<file path="config.mk">
export PLATFORM = sky130hd
export DESIGN_NAME = clc_glue_cell
export DESIGN_NICKNAME = d
export VERILOG_FILES = /design/src/rtl/clc_pkg.sv /design/src/rtl/clc_cfg_regs.sv /design/src/rtl/clc_lut_core.sv /design/src/rtl/clc_seq_elem.sv /design/src/rtl/clc_glue_cell.sv
export SDC_FILE = /design/constraint.sdc
export NUM_CORES = 1
export LEC_CHECK = 0
export CAP_MARGIN = 5
export CELL_PAD_IN_SITES_DETAIL_PLACEMENT = 2
export CELL_PAD_IN_SITES_GLOBAL_PLACEMENT = 2
export CORE_UTILIZATION = 42
export DETAILED_ROUTE_END_ITERATION = 8
export PLACE_DENSITY = 0.86
export SLEW_MARGIN = 20
export SYNTH_ARGS = -nofsm -noshare
export SYNTH_HDL_FRONTEND = slang
export SYNTH_SLANG_ARGS = --single-unit
</file>
<file path="constraint.sdc">
create_clock -name clk_i -period 7.3 [get_ports clk_i]
set_input_delay 0.73 -clock clk_i [delete_from_list [all_inputs] [get_ports clk_i]]
set_output_delay 0.73 -clock clk_i [all_outputs]
set_load 0.02 [all_outputs]
</file>
<file path="src/rtl/clc_pkg.sv">
package clc_pkg;
  localparam int N_EL = 2;
  localparam int AW   = 3;
  localparam int DW   = 8;

  typedef enum logic [1:0] {
    M_COMB = 2'd0,
    M_DFF  = 2'd1,
    M_DLAT = 2'd2,
    M_RSL  = 2'd3
  } seq_mode_e;

  localparam logic [AW-1:0] A_CTRL = 3'd0;
  localparam logic [AW-1:0] A_SELA = 3'd1;
  localparam logic [AW-1:0] A_SELB = 3'd2;
  localparam logic [AW-1:0] A_GSEL = 3'd3;
  localparam logic [AW-1:0] A_TT0  = 3'd4;
  localparam logic [AW-1:0] A_TT1  = 3'd5;
  localparam logic [AW-1:0] A_MODE = 3'd6;
endpackage

</file>
<file path="src/rtl/clc_cfg_regs.sv">
module clc_cfg_regs
  import clc_pkg::*;
#(
  parameter int SW = 3
) (
  input  logic                     clk_i,
  input  logic                     rst_ni,
  input  logic                     we_i,
  input  logic [AW-1:0]            addr_i,
  input  logic [DW-1:0]            wdata_i,
  output logic                     en_o,
  output logic                     merge_o,
  output logic [N_EL-1:0]          route_pin_o,
  output logic [N_EL-1:0]          route_evt_o,
  output logic [N_EL-1:0][SW-1:0]  sel_a_o,
  output logic [N_EL-1:0][SW-1:0]  sel_b_o,
  output logic [N_EL-1:0][SW-1:0]  sel_g_o,
  output logic [N_EL-1:0][DW-1:0]  tt_o,
  output logic [N_EL-1:0][1:0]     mode_o
);
  localparam int FSTRIDE = DW / N_EL;

  logic en_q, merge_q;
  logic [N_EL-1:0] rpin_q, revt_q;
  logic [N_EL-1:0][SW-1:0] sa_q, sb_q, sg_q;
  logic [N_EL-1:0][DW-1:0] tt_q;
  logic [N_EL-1:0][1:0] mode_q;

  always_ff @(posedge clk_i or negedge rst_ni) begin
    if (!rst_ni) begin
      en_q    <= 1'b0;
      merge_q <= 1'b0;
      rpin_q  <= '0;
      revt_q  <= '0;
      sa_q    <= '0;
      sb_q    <= '0;
      sg_q    <= '0;
      tt_q    <= '0;
      mode_q  <= '0;
    end else if (we_i) begin
      if (addr_i == A_CTRL) en_q <= wdata_i[0];
      // all other fields frozen while running
      if (!en_q) begin
        case (addr_i)
          A_CTRL: begin
            merge_q <= wdata_i[1];
            rpin_q  <= wdata_i[2 +: N_EL];
            revt_q  <= wdata_i[4 +: N_EL];
          end
          A_SELA: for (int i = 0; i < N_EL; i++) sa_q[i] <= wdata_i[i*FSTRIDE +: SW];
          A_SELB: for (int i = 0; i < N_EL; i++) sb_q[i] <= wdata_i[i*FSTRIDE +: SW];
          A_GSEL: for (int i = 0; i < N_EL; i++) sg_q[i] <= wdata_i[i*FSTRIDE +: SW];
          A_TT0:  tt_q[0] <= wdata_i;
          A_TT1:  tt_q[1] <= wdata_i;
          A_MODE: for (int i = 0; i < N_EL; i++) mode_q[i] <= wdata_i[i*FSTRIDE +: 2];
          default: ;
        endcase
      end
    end
  end

  assign en_o        = en_q;
  assign merge_o     = merge_q;
  assign route_pin_o = rpin_q;
  assign route_evt_o = revt_q;
  assign sel_a_o     = sa_q;
  assign sel_b_o     = sb_q;
  assign sel_g_o     = sg_q;
  assign tt_o        = tt_q;
  assign mode_o      = mode_q;

  // configuration stays put while enabled
  a_r9_cfg_frozen: assert property (@(posedge clk_i) disable iff (!rst_ni)
    en_q |=> ($stable(tt_q) && $stable(mode_q) && $stable(sa_q) && $stable(sb_q)
              && $stable(sg_q) && $stable(merge_q) && $stable(rpin_q) && $stable(revt_q)));
endmodule

</file>
<file path="src/rtl/clc_lut_core.sv">
module clc_lut_core
  import clc_pkg::*;
#(
  parameter int N_SRC = 8,
  parameter int SW    = 3
) (
  input  logic [N_SRC-1:0]         src_i,
  input  logic                     merge_i,
  input  logic [N_EL-1:0][SW-1:0]  sel_a_i,
  input  logic [N_EL-1:0][SW-1:0]  sel_b_i,
  input  logic [N_EL-1:0][SW-1:0]  sel_g_i,
  input  logic [N_EL-1:0][DW-1:0]  tt_i,
  output logic [N_EL-1:0]          lut_o,
  output logic [N_EL-1:0]          gate_o
);
  logic [N_EL-1:0] in_a, in_b;
  logic in_c;

  assign in_c = src_i[sel_a_i[1]];

  for (genvar i = 0; i < N_EL; i++) begin : g_el
    assign in_a[i]   = src_i[sel_a_i[i]];
    assign in_b[i]   = src_i[sel_b_i[i]];
    assign gate_o[i] = src_i[sel_g_i[i]];
    if (i == 0) begin : g_mergeable
      always_comb begin
        if (merge_i) lut_o[i] = tt_i[i][{in_c, in_b[i], in_a[i]}];
        else         lut_o[i] = tt_i[i][{1'b0, in_b[i], in_a[i]}];
      end
    end else begin : g_plain
      assign lut_o[i] = tt_i[i][{1'b0, in_b[i], in_a[i]}];
    end
  end
endmodule

</file>
<file path="src/rtl/clc_seq_elem.sv">
module clc_seq_elem
  import clc_pkg::*;
(
  input  logic       clk_i,
  input  logic       rst_ni,
  input  logic       en_i,
  input  logic [1:0] mode_i,
  input  logic       lut_i,
  input  logic       gate_i,
  output logic       out_o
);
  seq_mode_e mode;
  logic q_q, g_q, rise;

  assign mode = seq_mode_e'(mode_i);
  assign rise = gate_i & ~g_q;

  always_ff @(posedge clk_i or negedge rst_ni) begin
    if (!rst_ni) begin
      q_q <= 1'b0;
      g_q <= 1'b0;
    end else begin
      g_q <= gate_i;
      if (!en_i) q_q <= 1'b0;   // synchronous clear while disabled
      else begin
        case (mode)
          M_DFF:   if (rise) q_q <= lut_i;
          M_DLAT:  if (gate_i) q_q <= lut_i;
          M_RSL:   if (gate_i) q_q <= 1'b0; else if (lut_i) q_q <= 1'b1;
          default: q_q <= 1'b0;
        endcase
      end
    end
  end

  always_comb begin
    case (mode)
      M_DFF:   out_o = q_q;
      M_DLAT:  out_o = gate_i ? lut_i : q_q;
      M_RSL:   out_o = gate_i ? 1'b0 : (lut_i | q_q);
      default: out_o = lut_i;
    endcase
  end

  a_r5_dff_capture: assert property (@(posedge clk_i) disable iff (!rst_ni)
    (en_i && mode == M_DFF && gate_i && !g_q) |=> (q_q == $past(lut_i)));

  a_r6_latch_follow: assert property (@(posedge clk_i) disable iff (!rst_ni)
    (en_i && mode == M_DLAT && gate_i) |=> (q_q == $past(lut_i)));

  a_r7_reset_dominant: assert property (@(posedge clk_i) disable iff (!rst_ni)
    (en_i && mode == M_RSL && gate_i && lut_i) |=> !q_q);

  a_r8_clear_when_off: assert property (@(posedge clk_i) disable iff (!rst_ni)
    !en_i |=> !q_q);
endmodule

</file>
<file path="src/rtl/clc_glue_cell.sv">
module clc_glue_cell
  import clc_pkg::*;
#(
  parameter int N_SRC = 8
) (
  input  logic             clk_i,
  input  logic             rst_ni,
  input  logic [N_SRC-1:0] src_i,
  input  logic             cfg_we_i,
  input  logic [2:0]       cfg_addr_i,
  input  logic [7:0]       cfg_wdata_i,
  output logic [1:0]       pin_o,
  output logic [1:0]       evt_o
);
  localparam int SW = (N_SRC > 1) ? $clog2(N_SRC) : 1;

  logic                    en, merge;
  logic [N_EL-1:0]         route_pin, route_evt, lut, gate, el_out;
  logic [N_EL-1:0][SW-1:0] sel_a, sel_b, sel_g;
  logic [N_EL-1:0][DW-1:0] tt;
  logic [N_EL-1:0][1:0]    mode;

  clc_cfg_regs #(.SW(SW)) u_regs (
    .clk_i       (clk_i),
    .rst_ni      (rst_ni),
    .we_i        (cfg_we_i),
    .addr_i      (cfg_addr_i),
    .wdata_i     (cfg_wdata_i),
    .en_o        (en),
    .merge_o     (merge),
    .route_pin_o (route_pin),
    .route_evt_o (route_evt),
    .sel_a_o     (sel_a),
    .sel_b_o     (sel_b),
    .sel_g_o     (sel_g),
    .tt_o        (tt),
    .mode_o      (mode)
  );

  clc_lut_core #(.N_SRC(N_SRC), .SW(SW)) u_lut (
    .src_i   (src_i),
    .merge_i (merge),
    .sel_a_i (sel_a),
    .sel_b_i (sel_b),
    .sel_g_i (sel_g),
    .tt_i    (tt),
    .lut_o   (lut),
    .gate_o  (gate)
  );

  for (genvar i = 0; i < N_EL; i++) begin : g_seq
    clc_seq_elem u_seq (
      .clk_i  (clk_i),
      .rst_ni (rst_ni),
      .en_i   (en),
      .mode_i (mode[i]),
      .lut_i  (lut[i]),
      .gate_i (gate[i]),
      .out_o  (el_out[i])
    );
  end

  assign pin_o = el_out & route_pin & {N_EL{en}};
  assign evt_o = el_out & route_evt & {N_EL{en}};

  a_r8_quiet_when_off: assert property (@(posedge clk_i) disable iff (!rst_ni)
    !en |-> (pin_o == '0 && evt_o == '0));

  a_r10_route_gate: assert property (@(posedge clk_i) disable iff (!rst_ni)
    ((pin_o & ~route_pin) == '0) && ((evt_o & ~route_evt) == '0));
endmodule

</file>
# == After elaboration in Yosys (flattened, before gate mapping) ==
# Index checks and enable logic that the tools add are counted.
# op_classes
n_addsub,0
multipliers,0
n_div,0
order_cmp,9
n_eq_ne,16
shift,0
n_mux,35
n_bitwise,11
reduce_logical,11
# ops
operator,n
$lt 3x4->1 const B,7
$mux 1,22
$bmux 1 s3,7
$reduce_and 3->1,7
$pmux 1 s3,4
$eq 3x3->1 const B,3
$and 2x2->2,4
$eq 2x2->1 const B,4
$lt 2x4->1 const B,2
$ne 4x2->1 const B,2
$eq 3x2->1 const B,2
$ne 3x2->1 const B,2
$reduce_and 2->1,3
$bmux 1 s2,2
$eq 2x1->1 const B,2
$eq 3x1->1 const B,1
$logic_not 3->1,1
$not 1->1,3
$and 1x1->1,2
$or 1x1->1,2
# totals
register_bits,44
latch_bits,0
ramBits,0
romBits,0
inputBits,22
elab_cells,100
n_memories,0

# == Longest topological paths before layout ==
# logic_depth
depth_word,10
ltp_mapped,7
depth_no_buf,7

# == Hierarchy ==
# A second synthesis with hierarchy kept.
# unflattened
cells_unflattened,166
hier_area_um2,2513.7
# modules_own_cells
module,instances,cells_per_inst,area_per_inst_um2
clc_cfg_regs,1,101,1714.1
clc_lut_core,1,33,466.7
clc_seq_elem,2,14,153.9
clc_glue_cell,1,4,25.0

# == Least setup slack after synthesis ==
# OpenSTA, ideal clock, no wires.
# synth_path
path_type,input-to-output
start,in src_i[5]
end,out evt_o[0]
t_arrival_ns,2.578
path_slack_ns,3.992
cell_stages,7
cell_sequence,mux4_1 mux2i_1 or2_2 mux4_2 mux2i_2 o41a_1 a21boi_1
# synth_between
elab_chain_len,10
# synth_rtl
item,line_no,rtl
from (decl),clc_glue_cell.sv:8,"input logic [N_SRC-1:0] src_i,"
"$bmux 1 s3, on equally long branches","clc_lut_core.sv:22, clc_lut_core.sv:19, clc_lut_core.sv:23",
"$mux 1, on equally long branches","clc_lut_core.sv:22, clc_lut_core.sv:19, clc_lut_core.sv:23",
$bmux 1 s3 or $bmux 1 s2 (tied branches),"clc_lut_core.sv:27, clc_lut_core.sv:28",
"$mux 1, on equally long branches","clc_lut_core.sv:27, clc_lut_core.sv:28",
$mux 1,clc_lut_core.sv:27,"if (merge_i) lut_o[i] = tt_i[i][{in_c, in_b[i], in_a[i]}];"
$or 1x1->1,clc_seq_elem.sv:40,M_RSL: out_o = gate_i ? 1'b0 : (lut_i | q_q);
$mux 1,clc_seq_elem.sv:40,
$pmux 1 s3 (*),clc_seq_elem.sv:37,case (mode)
$and 2x2->2 (*) (2 in a row),clc_glue_cell.sv:64,assign evt_o = el_out & route_evt & {N_EL{en}};
to (decl),clc_glue_cell.sv:13,output logic [1:0] evt_o
# Every way passes the cells marked *; elsewhere a longest branch is shown, timed or not. The select of a mux whose other input is x is not followed.

# == Final worst setup path ==
# layout_path
start,in src_i[1]
end,out evt_o[0]
# The elaborated chain is that of the path after synthesis.

==> results.cfg <==
[detailed_routing]
drt_iter0_drc = 64
firstDrtPassIters = 4
wl_per_cell_um = 24.6
ant_nets = 0
drcViolationCount = 0
vias_per_cell = 6.06
vias = 1618
drt-total-wl_um = 6570

[worst_setup_path]
worst_r2r_path_depth = 7
cp-start-kind = input port
path_max_fanout = 6
cp.arrival_ns = 3.78
cp_common_cell = clkdlybuf4s50_1
endpoint_kind = primary output
worstPathRequired_ns = 6.57
critPathSlowestCell = mux4_1
setup.worst_path.class = in -> out
cpPeakStageDelay_ns = 0.54
crit_chain = clkdlybuf4s50_1 -> mux4_1 -> mux2i_1 -> or2_2 -> mux4_2 -> mux2i_2 -> o41a_1 -> a21boi_1 -> clkdlybuf4s50_1

[global_routing]
grt_max_degree = 45
grt_pass1_wl_um = 10400
met2_usage_pct = 45.3
grt_pass1_vias = 1879
antenna_found_initial = 0
grt_overflow = 0
use_met3_pct = 3.71
grt_busiest_layer = met2
gr-usage-met1_pct = 27.6
gr-usage-all-layers_pct = 24.4

[final_layout]
mostFrequentLayoutCells = dfrtp_1, mux2_2, clkdlybuf4s50_1, mux4_2, mux2i_1
drive_above_1_share_pct = 31.5
area_delta_synth_final_pct = 19.2
final_util_pct = 53.1
nets = 218
fillers = 491
diodes = 0
final_common_cell = dfrtp_1

[placement]
port_buffers = 25
dp_hpwl_um = 4740
gp_congestion = 0.940
pre_cts_slack_ns = 2.76

[sta]
slew_headroom_pct = 41.9
post-route-min-period_ns = 4.51
drv_slew = 0
tightest_slew_ns = 0.869
timing.final.crit_share_pct = 61.7
whs_ns = 0.336
fmax_mhz = 222
setup_slack_ns = 2.79
rsz0062_at_grt = no
hold_violations = 0
finalSetupTns_ns = 0
finalSetupViolCount = 0
finalClockSkew_ns = 0.00762

[synth]
seq_area_frac_synth_pct = 47.5
yosys.area.top_type = dfrtp_1
synthTopCellsByArea = dfrtp_1, mux2_2, mux4_2, mux2i_1, mux4_1
yosysWarningCount = 0
ys_ff_latch = 44
syn-num-nets = 189
synth_cells = 167
syn_area_um2 = 2320
synth_cell_types = 34
avgSynthCellArea_um2 = 13.9
synth_top_area_share_pct = 47.5

[power]
pwr-share-comb_pct = 35.4
leakage_uw = 0.00113
p_sw_uw = 310
p_per_area_nw_per_um2 = 334
p_int_uw = 612
switching_share_pct = 33.6
pwr-share-seq_pct = 44.8
ir_drop_mv = 0.158
p_clk_share_pct = 19.8

[hold_path]
hold_path_class = in -> async

[clock_tree]
ctsHoldBuffers = 0
cts_tree = yes
post_cts_resized = 0
cts_buffers = 5
path_clk_slew_ns = 0.08
clock_latency_ns = 0.30
numClockSinks = 44
post-cts-setup-buffers = 0
htree_levels = 2
cts_root_buffer = clkbuf_8
cts_max_path_buffers = 2

[floorplan]
die-area_um2 = 5820
row_count = 26
die_width_um = 76.3
core_um2 = 5200
start_util_pct = 44.5
num_io_pins = 26
die_h_um = 76.3

[run]
cap_viol_max_count = 0

[outcome]
outcome = completed
[metrics by stage]
step	power [uW]	std cells	area [um^2]
after floorplan	623	167	2320
after global placement	699	258	2640
after detailed placement	735	258	2640
after CTS	929	266	2740
after global routing	971	267	2760
final	923	267	2760
[logic make-up after synthesis]
group	count (synthesis)	synth area share, %
AO/OA/AOI/OAI	19	5.72
multiplexers	63	37.4
AND/OR/NAND/NOR	30	7.40
buffers and inverters	10	1.62
XOR/XNOR	1	0.378
flip-flops	44	47.5
[critical path, delay by kind of cell]
family / cells / cell delay [ns]
muxes: 4 / 1.51
AOI/OAI and AO/OA: 2 / 0.30
and+or+nand+nor: 1 / 0.18
buffers and inverters: 2 / 1.06
[path summary, 6_finish.rpt]
kind                                        from               endpoint  slack [ns]
max                                     src_i[1]               evt_o[0]        2.79
min                                       rst_ni        u_regs.tt_o[11]        0.34
max reg2reg                    u_regs.sel_a_o[5]     g_seq[0].u_seq.q_q        4.81
min reg2reg                u_regs.route_evt_o[1]  u_regs.route_evt_o[1]        0.52
max in group asynchronous                 rst_ni     g_seq[1].u_seq.g_q        6.48
min in group clk_i         u_regs.route_evt_o[1]  u_regs.route_evt_o[1]        0.52
[sequential cells by signal, summed over array words and instances (netlist names)]
register            cells
u_regs.sel_g_o          6
u_regs.mode_o           4
g_seq.u_seq.q_q         2
g_seq.u_seq.g_q         2
u_regs.route_pin_o      2
u_regs.merge_o          1
u_regs.sel_a_o          6
u_regs.sel_b_o          6
u_regs.tt_o            12
u_regs.route_evt_o      2
u_regs.en_o             1
[power groups by stage]
stage | Sequential, uW | Combinational [uW] | Clock, uW
6_report | 413 | 327 | 183
5_1_grt | 424 | 351 | 197
3_5_place_dp | 413 | 322 | 0
2_1_floorplan | 373 | 250 | 0
4_1_cts | 412 | 327 | 190
3_3_place_gp | 403 | 297 | 0
[layout make-up]
type / count / area (um^2) / share of cell area, %
timing repair buffer: 26 / 265 / 9.60
inverter: 6 / 22.5 / 0.815
clock inverter: 2 / 35.0 / 1.27
clock buffer: 6 / 72.6 / 2.63
tap: 70 / 87.6 / 3.17
multi-input combinational: 113 / 1180 / 42.7
sequential: 44 / 1100 / 39.9
[cell usage after synthesis (all sizes together)]
cell and n:
o21ai 2, a41oi 1, a31oi 1, o41a 1
a21o 1, o211ai 1, a21oi 5, and3 3
a22oi 1, nor3b 4, dfrtp 44, a21boi 2
nand2 6, buf 1, mux4 14, clkbuf 3
o21a 2, and4b 1, nand4b 1, o32ai 1
inv 6, nor4b 1, xnor2 1, mux2i 10
nand3b 2, nor2 6, nand4 2, or3 1
o311a 1, or2 1, mux2 39, nand3 2
[per-layer routing]
layer  vias to the layer above  routed length (um)
met5                         -                   0
met4                         0                 235
met3                        18                 137
met2                        35                3620
met1                       867                2570
li1                        698                   -
Power figures use the tool's default switching activity.
